[config.mk]
export PLATFORM = sky130hd
export DESIGN_NAME = fint_mask_ctrl
export DESIGN_NICKNAME = d
export VERILOG_FILES = /design/src/rtl/fim_pkg.sv /design/src/rtl/fim_sync.sv /design/src/rtl/fim_mask_reg.sv /design/src/rtl/fim_take.sv /design/src/rtl/fint_mask_ctrl.sv
export SDC_FILE = /design/constraint.sdc
export NUM_CORES = 1
export LEC_CHECK = 0
export ABC_AREA = 0
export BUFFER_PORTS_ARGS = -buffer_cell sky130_fd_sc_hd__buf_4
export CORE_AREA = 2 2 39 41
export CTS_CLUSTER_DIAMETER = 50
export CTS_CLUSTER_SIZE = 24
export DETAILED_ROUTE_END_ITERATION = 7
export DIE_AREA = 0 0 41 43
export GPL_TIMING_DRIVEN = 0
export MAX_ROUTING_LAYER = met4
export PLACE_DENSITY_LB_ADDON = 0.25
export SYNTH_ARGS = -nofsm -noshare
export SYNTH_HDL_FRONTEND = slang
export SYNTH_HIERARCHICAL = 1
export SYNTH_SLANG_ARGS = --single-unit
export TNS_END_PERCENT = 30
[constraint.sdc]
create_clock -name clk -period 1.3 [get_ports clk]
set_input_delay 0.26 -clock clk [delete_from_list [all_inputs] [get_ports clk]]
set_output_delay 0.26 -clock clk [all_outputs]
set_load 0.02 [all_outputs]
[src/rtl/fim_pkg.sv]
package fim_pkg;

  typedef struct packed {
    logic f;  // fast mask
    logic n;  // normal mask
  } mask_t;

  typedef enum logic [2:0] {
    SRC_HOLD,
    SRC_SW,
    SRC_RESTORE,
    SRC_FAST,
    SRC_RESET
  } upd_src_e;

  localparam mask_t MASK_ALL = '{f: 1'b1, n: 1'b1};

  // Apply a write of new mask values under the mode rule.
  function automatic mask_t apply_write(mask_t cur, mask_t val, logic nm_on);
    mask_t r;
    r.n = val.n;
    r.f = nm_on ? (cur.f & val.f) : val.f;
    return r;
  endfunction

endpackage

[src/rtl/fim_sync.sv]
module fim_sync #(
  parameter int STAGES = 2,
  parameter logic RST_VAL = 1'b1
) (
  input  logic clk,
  input  logic rst_n,
  input  logic d,
  output logic q
);
  logic [STAGES-1:0] chain_q;
  logic [STAGES-1:0] chain_d;

  generate
    for (genvar i = 0; i < STAGES; i++) begin : g_stage
      if (i == 0) begin : g_first
        assign chain_d[i] = d;
      end else begin : g_next
        assign chain_d[i] = chain_q[i-1];
      end
    end
  endgenerate

  always_ff @(posedge clk or negedge rst_n) begin
    if (!rst_n) chain_q <= {STAGES{RST_VAL}};
    else        chain_q <= chain_d;
  end

  assign q = chain_q[STAGES-1];
endmodule

[src/rtl/fim_mask_reg.sv]
module fim_mask_reg
  import fim_pkg::*;
(
  input  logic  clk,
  input  logic  rst_n,
  input  logic  nm_on,
  input  logic  rst_entry,
  input  logic  fast_entry,
  input  logic  restore_en,
  input  mask_t restore_val,
  input  logic  sw_en,
  input  mask_t sw_val,
  output mask_t mask_q
);
  upd_src_e src;
  mask_t    mask_d;
  logic     mask_en;

  always_comb begin
    if (rst_entry)       src = SRC_RESET;
    else if (fast_entry) src = SRC_FAST;
    else if (restore_en) src = SRC_RESTORE;
    else if (sw_en)      src = SRC_SW;
    else                 src = SRC_HOLD;
  end

  always_comb begin
    mask_en = 1'b1;
    mask_d  = mask_q;
    unique case (src)
      SRC_RESET,
      SRC_FAST:    mask_d = MASK_ALL;
      SRC_RESTORE: mask_d = apply_write(mask_q, restore_val, nm_on);
      SRC_SW:      mask_d = apply_write(mask_q, sw_val, nm_on);
      default:     mask_en = 1'b0;
    endcase
  end

  always_ff @(posedge clk or negedge rst_n) begin
    if (!rst_n)       mask_q <= MASK_ALL;
    else if (mask_en) mask_q <= mask_d;
  end
endmodule

[src/rtl/fim_take.sv]
module fim_take (
  input  logic fast_pending,
  input  logic norm_req,
  input  logic fmask,
  input  logic nmask,
  output logic take_fast,
  output logic take_norm
);
  always_comb begin
    take_fast = fast_pending & ~fmask;
    take_norm = norm_req & ~nmask & ~take_fast;
  end
endmodule

[src/rtl/fint_mask_ctrl.sv]
module fint_mask_ctrl
  import fim_pkg::*;
#(
  parameter int SYNC_STAGES = 2
) (
  input  logic clk,
  input  logic rst_n,
  input  logic fast_req_n,
  input  logic norm_req,
  input  logic nm_cfg,
  input  logic sw_wr_en,
  input  logic sw_fmask,
  input  logic sw_nmask,
  input  logic fast_entry,
  input  logic rst_entry,
  input  logic rst_en_restore,
  input  logic rs_fmask,
  input  logic rs_nmask,
  output logic fmask,
  output logic nmask,
  output logic take_fast,
  output logic take_norm,
  output logic nm_status
);
  logic  req_n_sync;
  mask_t mask_q;
  mask_t sw_val;
  mask_t rs_val;

  assign sw_val = '{f: sw_fmask, n: sw_nmask};
  assign rs_val = '{f: rs_fmask, n: rs_nmask};

  fim_sync #(.STAGES(SYNC_STAGES), .RST_VAL(1'b1)) u_sync (
    .clk   (clk),
    .rst_n (rst_n),
    .d     (fast_req_n),
    .q     (req_n_sync)
  );

  fim_mask_reg u_mask (
    .clk         (clk),
    .rst_n       (rst_n),
    .nm_on       (nm_cfg),
    .rst_entry   (rst_entry),
    .fast_entry  (fast_entry),
    .restore_en  (rst_en_restore),
    .restore_val (rs_val),
    .sw_en       (sw_wr_en),
    .sw_val      (sw_val),
    .mask_q      (mask_q)
  );

  fim_take u_take (
    .fast_pending (~req_n_sync),
    .norm_req     (norm_req),
    .fmask        (mask_q.f),
    .nmask        (mask_q.n),
    .take_fast    (take_fast),
    .take_norm    (take_norm)
  );

  assign fmask     = mask_q.f;
  assign nmask     = mask_q.n;
  assign nm_status = nm_cfg;
endmodule

==> results.cfg <==
[power_and_ir_drop]
p_clk_share_pct = 42.4
worst_ir_drop_vdd_mv = 0.5030
internal_power_uw = 283.7
swShare_pct = 22.65
switchingPower_uw = 83.06
power_frac_seq_pct = 38.3
powerDensity_mw_per_mm2 = 954.7
leakage_nw = 0.1877
power_frac_comb_pct = 19.3

[synth]
syn-num-nets = 31
yosys.area.top_type_share_pct = 51.53
synth_seq_cells = 4
synth_area_leaders = dfstp_2, nor2b_4, nor3b_2
syn_avg_cell_area_um2 = 11.33
yosysSeqAreaShare_pct = 51.53
syn_inst = 18
synth_cell_types = 13
synth_top_area_cell = dfstp_2
syn_area_um2 = 203.9
ys_warn_count = 6

[drt]
routed-wl-met2_um = 167
drt_iter0_drc = 4
top_layer = met4
wl_met1_um = 218
routed_wl_um = 513
met3_length_um = 111
detail-route-antenna-nets = 0
via_per_inst = 3.764
wire_per_inst_um = 9.327
vias = 207
first_pass_iters = 3
drc = 0

[worst_setup_path]
critical_path.cell_chain = inv_2 -> nor2b_4 -> nor3b_2 -> buf_4
required_ns = 1.04
arrival_ns = 1.20
worstPathMaxFanout = 2
criticalPathCategory = reg2out
ff2ff_path_depth = 3
r2r_setup_slack_ns = 0.22
rr_endpoint = u_mask/mask_q[1]
r2r_start = u_mask/mask_q[1]
end_kind = primary output
slowest_stage = dfstp_2
max_stage_delay_ns = 0.51
crit_path_start_kind = flip-flop

[timing]
finClkSkew_ns = 0.00003816
rsz0062_at_grt = yes
setup_viol = 1
max_slew_margin_pct = 85.18
fmax_ghz = 0.6850
fin_ws_ns = -0.1598
layout_min_cycle_time_ns = 1.460
tightest_slew_ns = 0.2199
drv_slew = 0
min_period_over_period_pct = 112.3
finalHoldViolCount = 0

[place]
gp_congestion = 0.5532
dp_hpwl_um = 382.8
place_inst = 51
io_buffers = 17
place_ws_ns = 0.08898
place_area_um2 = 351.6

[floorplan]
die_h_um = 43
die_area_mm2 = 0.001763
num_rows = 14
top_level_ports = 18
initial_core_util_pct = 14.74
dieWidth_um = 41
core_area_mm2 = 0.001384

[finish]
drive_gt1_share_pct = 71.79
mostFrequentLayoutCells = buf_4, dfstp_2, clkbuf_4, inv_1
stdcell_count = 55
design_area_um2 = 384.1
areaGrowthSynthToFinish_pct = 88.34
area.sequential_um2 = 105.1
fill_cells = 150
multiInputGateArea_um2 = 80.08
num_antenna_cells = 0
final_common_cell = buf_4
final_nets = 54

[clocking]
ctsLongestPathBuffers = 2
clock_sinks = 4
ctsRootBufferMaster = clkbuf_4
cts_tree = done
clock_latency_ns = 0.23
htree_levels = 1
post-cts-setup-buffers = 0
numCtsBuffers = 3
clk_pin_slew_ns = 0.04

[grt]
grt_pass1_vias = 200
grtUsageTotal_pct = 7.565
grt_pass1_wl_um = 765
antenna_found_initial = 0
grt_max_degree = 5
grt_overflow = 0

[status]
violations = setup timing
status = complete, but fails checks

[worst_hold_path]
whs_path_depth = 1
hold_path_class = in2reg
min_from = fast_req_n
holdPathEnd = u_sync/chain_q[0]

[run]
maxCapViolCount = 0
routing by layer:
metal | vias to the layer above | GRT usage, %
met3 | 2 | 3.141
met4 | 0 | 10.00
met1 | 85 | 7.895
li1 | 100 | -
met5 | - | -
met2 | 20 | 8.750
through the flow:
stage | util [%] | hold WS [ns] | setup TNS, ns | power [mW]
floorplan | - | 0.1122 | 0 | 0.1672
global placement | 25.41 | 0.2284 | 0 | 0.2103
detailed placement | 25.41 | 0.2275 | 0 | 0.2101
CTS | 27.76 | 0.1188 | -0.1885 | 0.3778
global route | 27.76 | 0.1184 | -0.2620 | 0.3957
finish | 27.76 | 0.1315 | -0.1598 | 0.3667
cells in the mapped netlist, drive strengths merged:
cell	instances
dfstp	4
nor2	1
buf	1
o21ai	1
inv	3
mux2	1
a211oi	1
nor2b	2
o22ai	1
nor3b	1
mux2i	1
nand2	1
worst max path at each step:
stage	startpoint	end	depth (start not counted)
5_1_grt	u_sync/chain_q[1]	take_norm	4
6_report	u_sync/chain_q[1]	take_norm	4
3_5_place_dp	u_sync/chain_q[1]	take_norm	4
4_1_cts	u_sync/chain_q[1]	take_norm	4
2_1_floorplan	u_mask/mask_q[1]	take_norm	2
3_3_place_gp	u_sync/chain_q[1]	take_norm	4
what timing repair did:
item,4_1_cts,5_1_grt
endpoints found under the hold margin,4,0
cloned,0,0
endpoints found under the setup margin,2,2
hold buffers,1,0
gates resized for setup,0,1
kinds of logic after synthesis:
| logic type | after synthesis | share of synthesized area, % |
|---|---|---|
| simple gates | 5 | 19.63 |
| flops | 4 | 51.53 |
| buf+inv | 4 | 9.203 |
| compound gates | 3 | 9.203 |
| mux | 2 | 10.43 |
state kept, by name, summed over array words and instances, names as in the netlist:
| register | cells |
|---|---|
| u_sync/chain_q | 2 |
| u_mask/mask_q | 2 |
critical path: cells and delay by family (launching register included):
| kind | cells | cell delay, ns |
|---|---|---|
| flops | 1 | 0.51 |
| simple gates | 2 | 0.27 |
| buf+inv | 2 | 0.19 |
power by group through the flow:
stage	Combinational, mW	Clock, mW	Sequential, mW
floorplan	0.0227	0	0.145
global placement	0.0685	0	0.142
detailed placement	0.0684	0	0.142
CTS	0.0710	0.166	0.140
global route	0.0765	0.177	0.142
finish	0.0707	0.155	0.141
area by class of cell:
cell class | instances | area share (%)
tap | 16 | 5.212
multi-input combinational | 10 | 20.85
inverter | 3 | 2.932
timing repair buffer | 18 | 35.83
sequential | 4 | 27.36
clock buffer | 3 | 5.863
buffer | 1 | 1.954
Note: power is estimated with default switching activity, not from simulation.
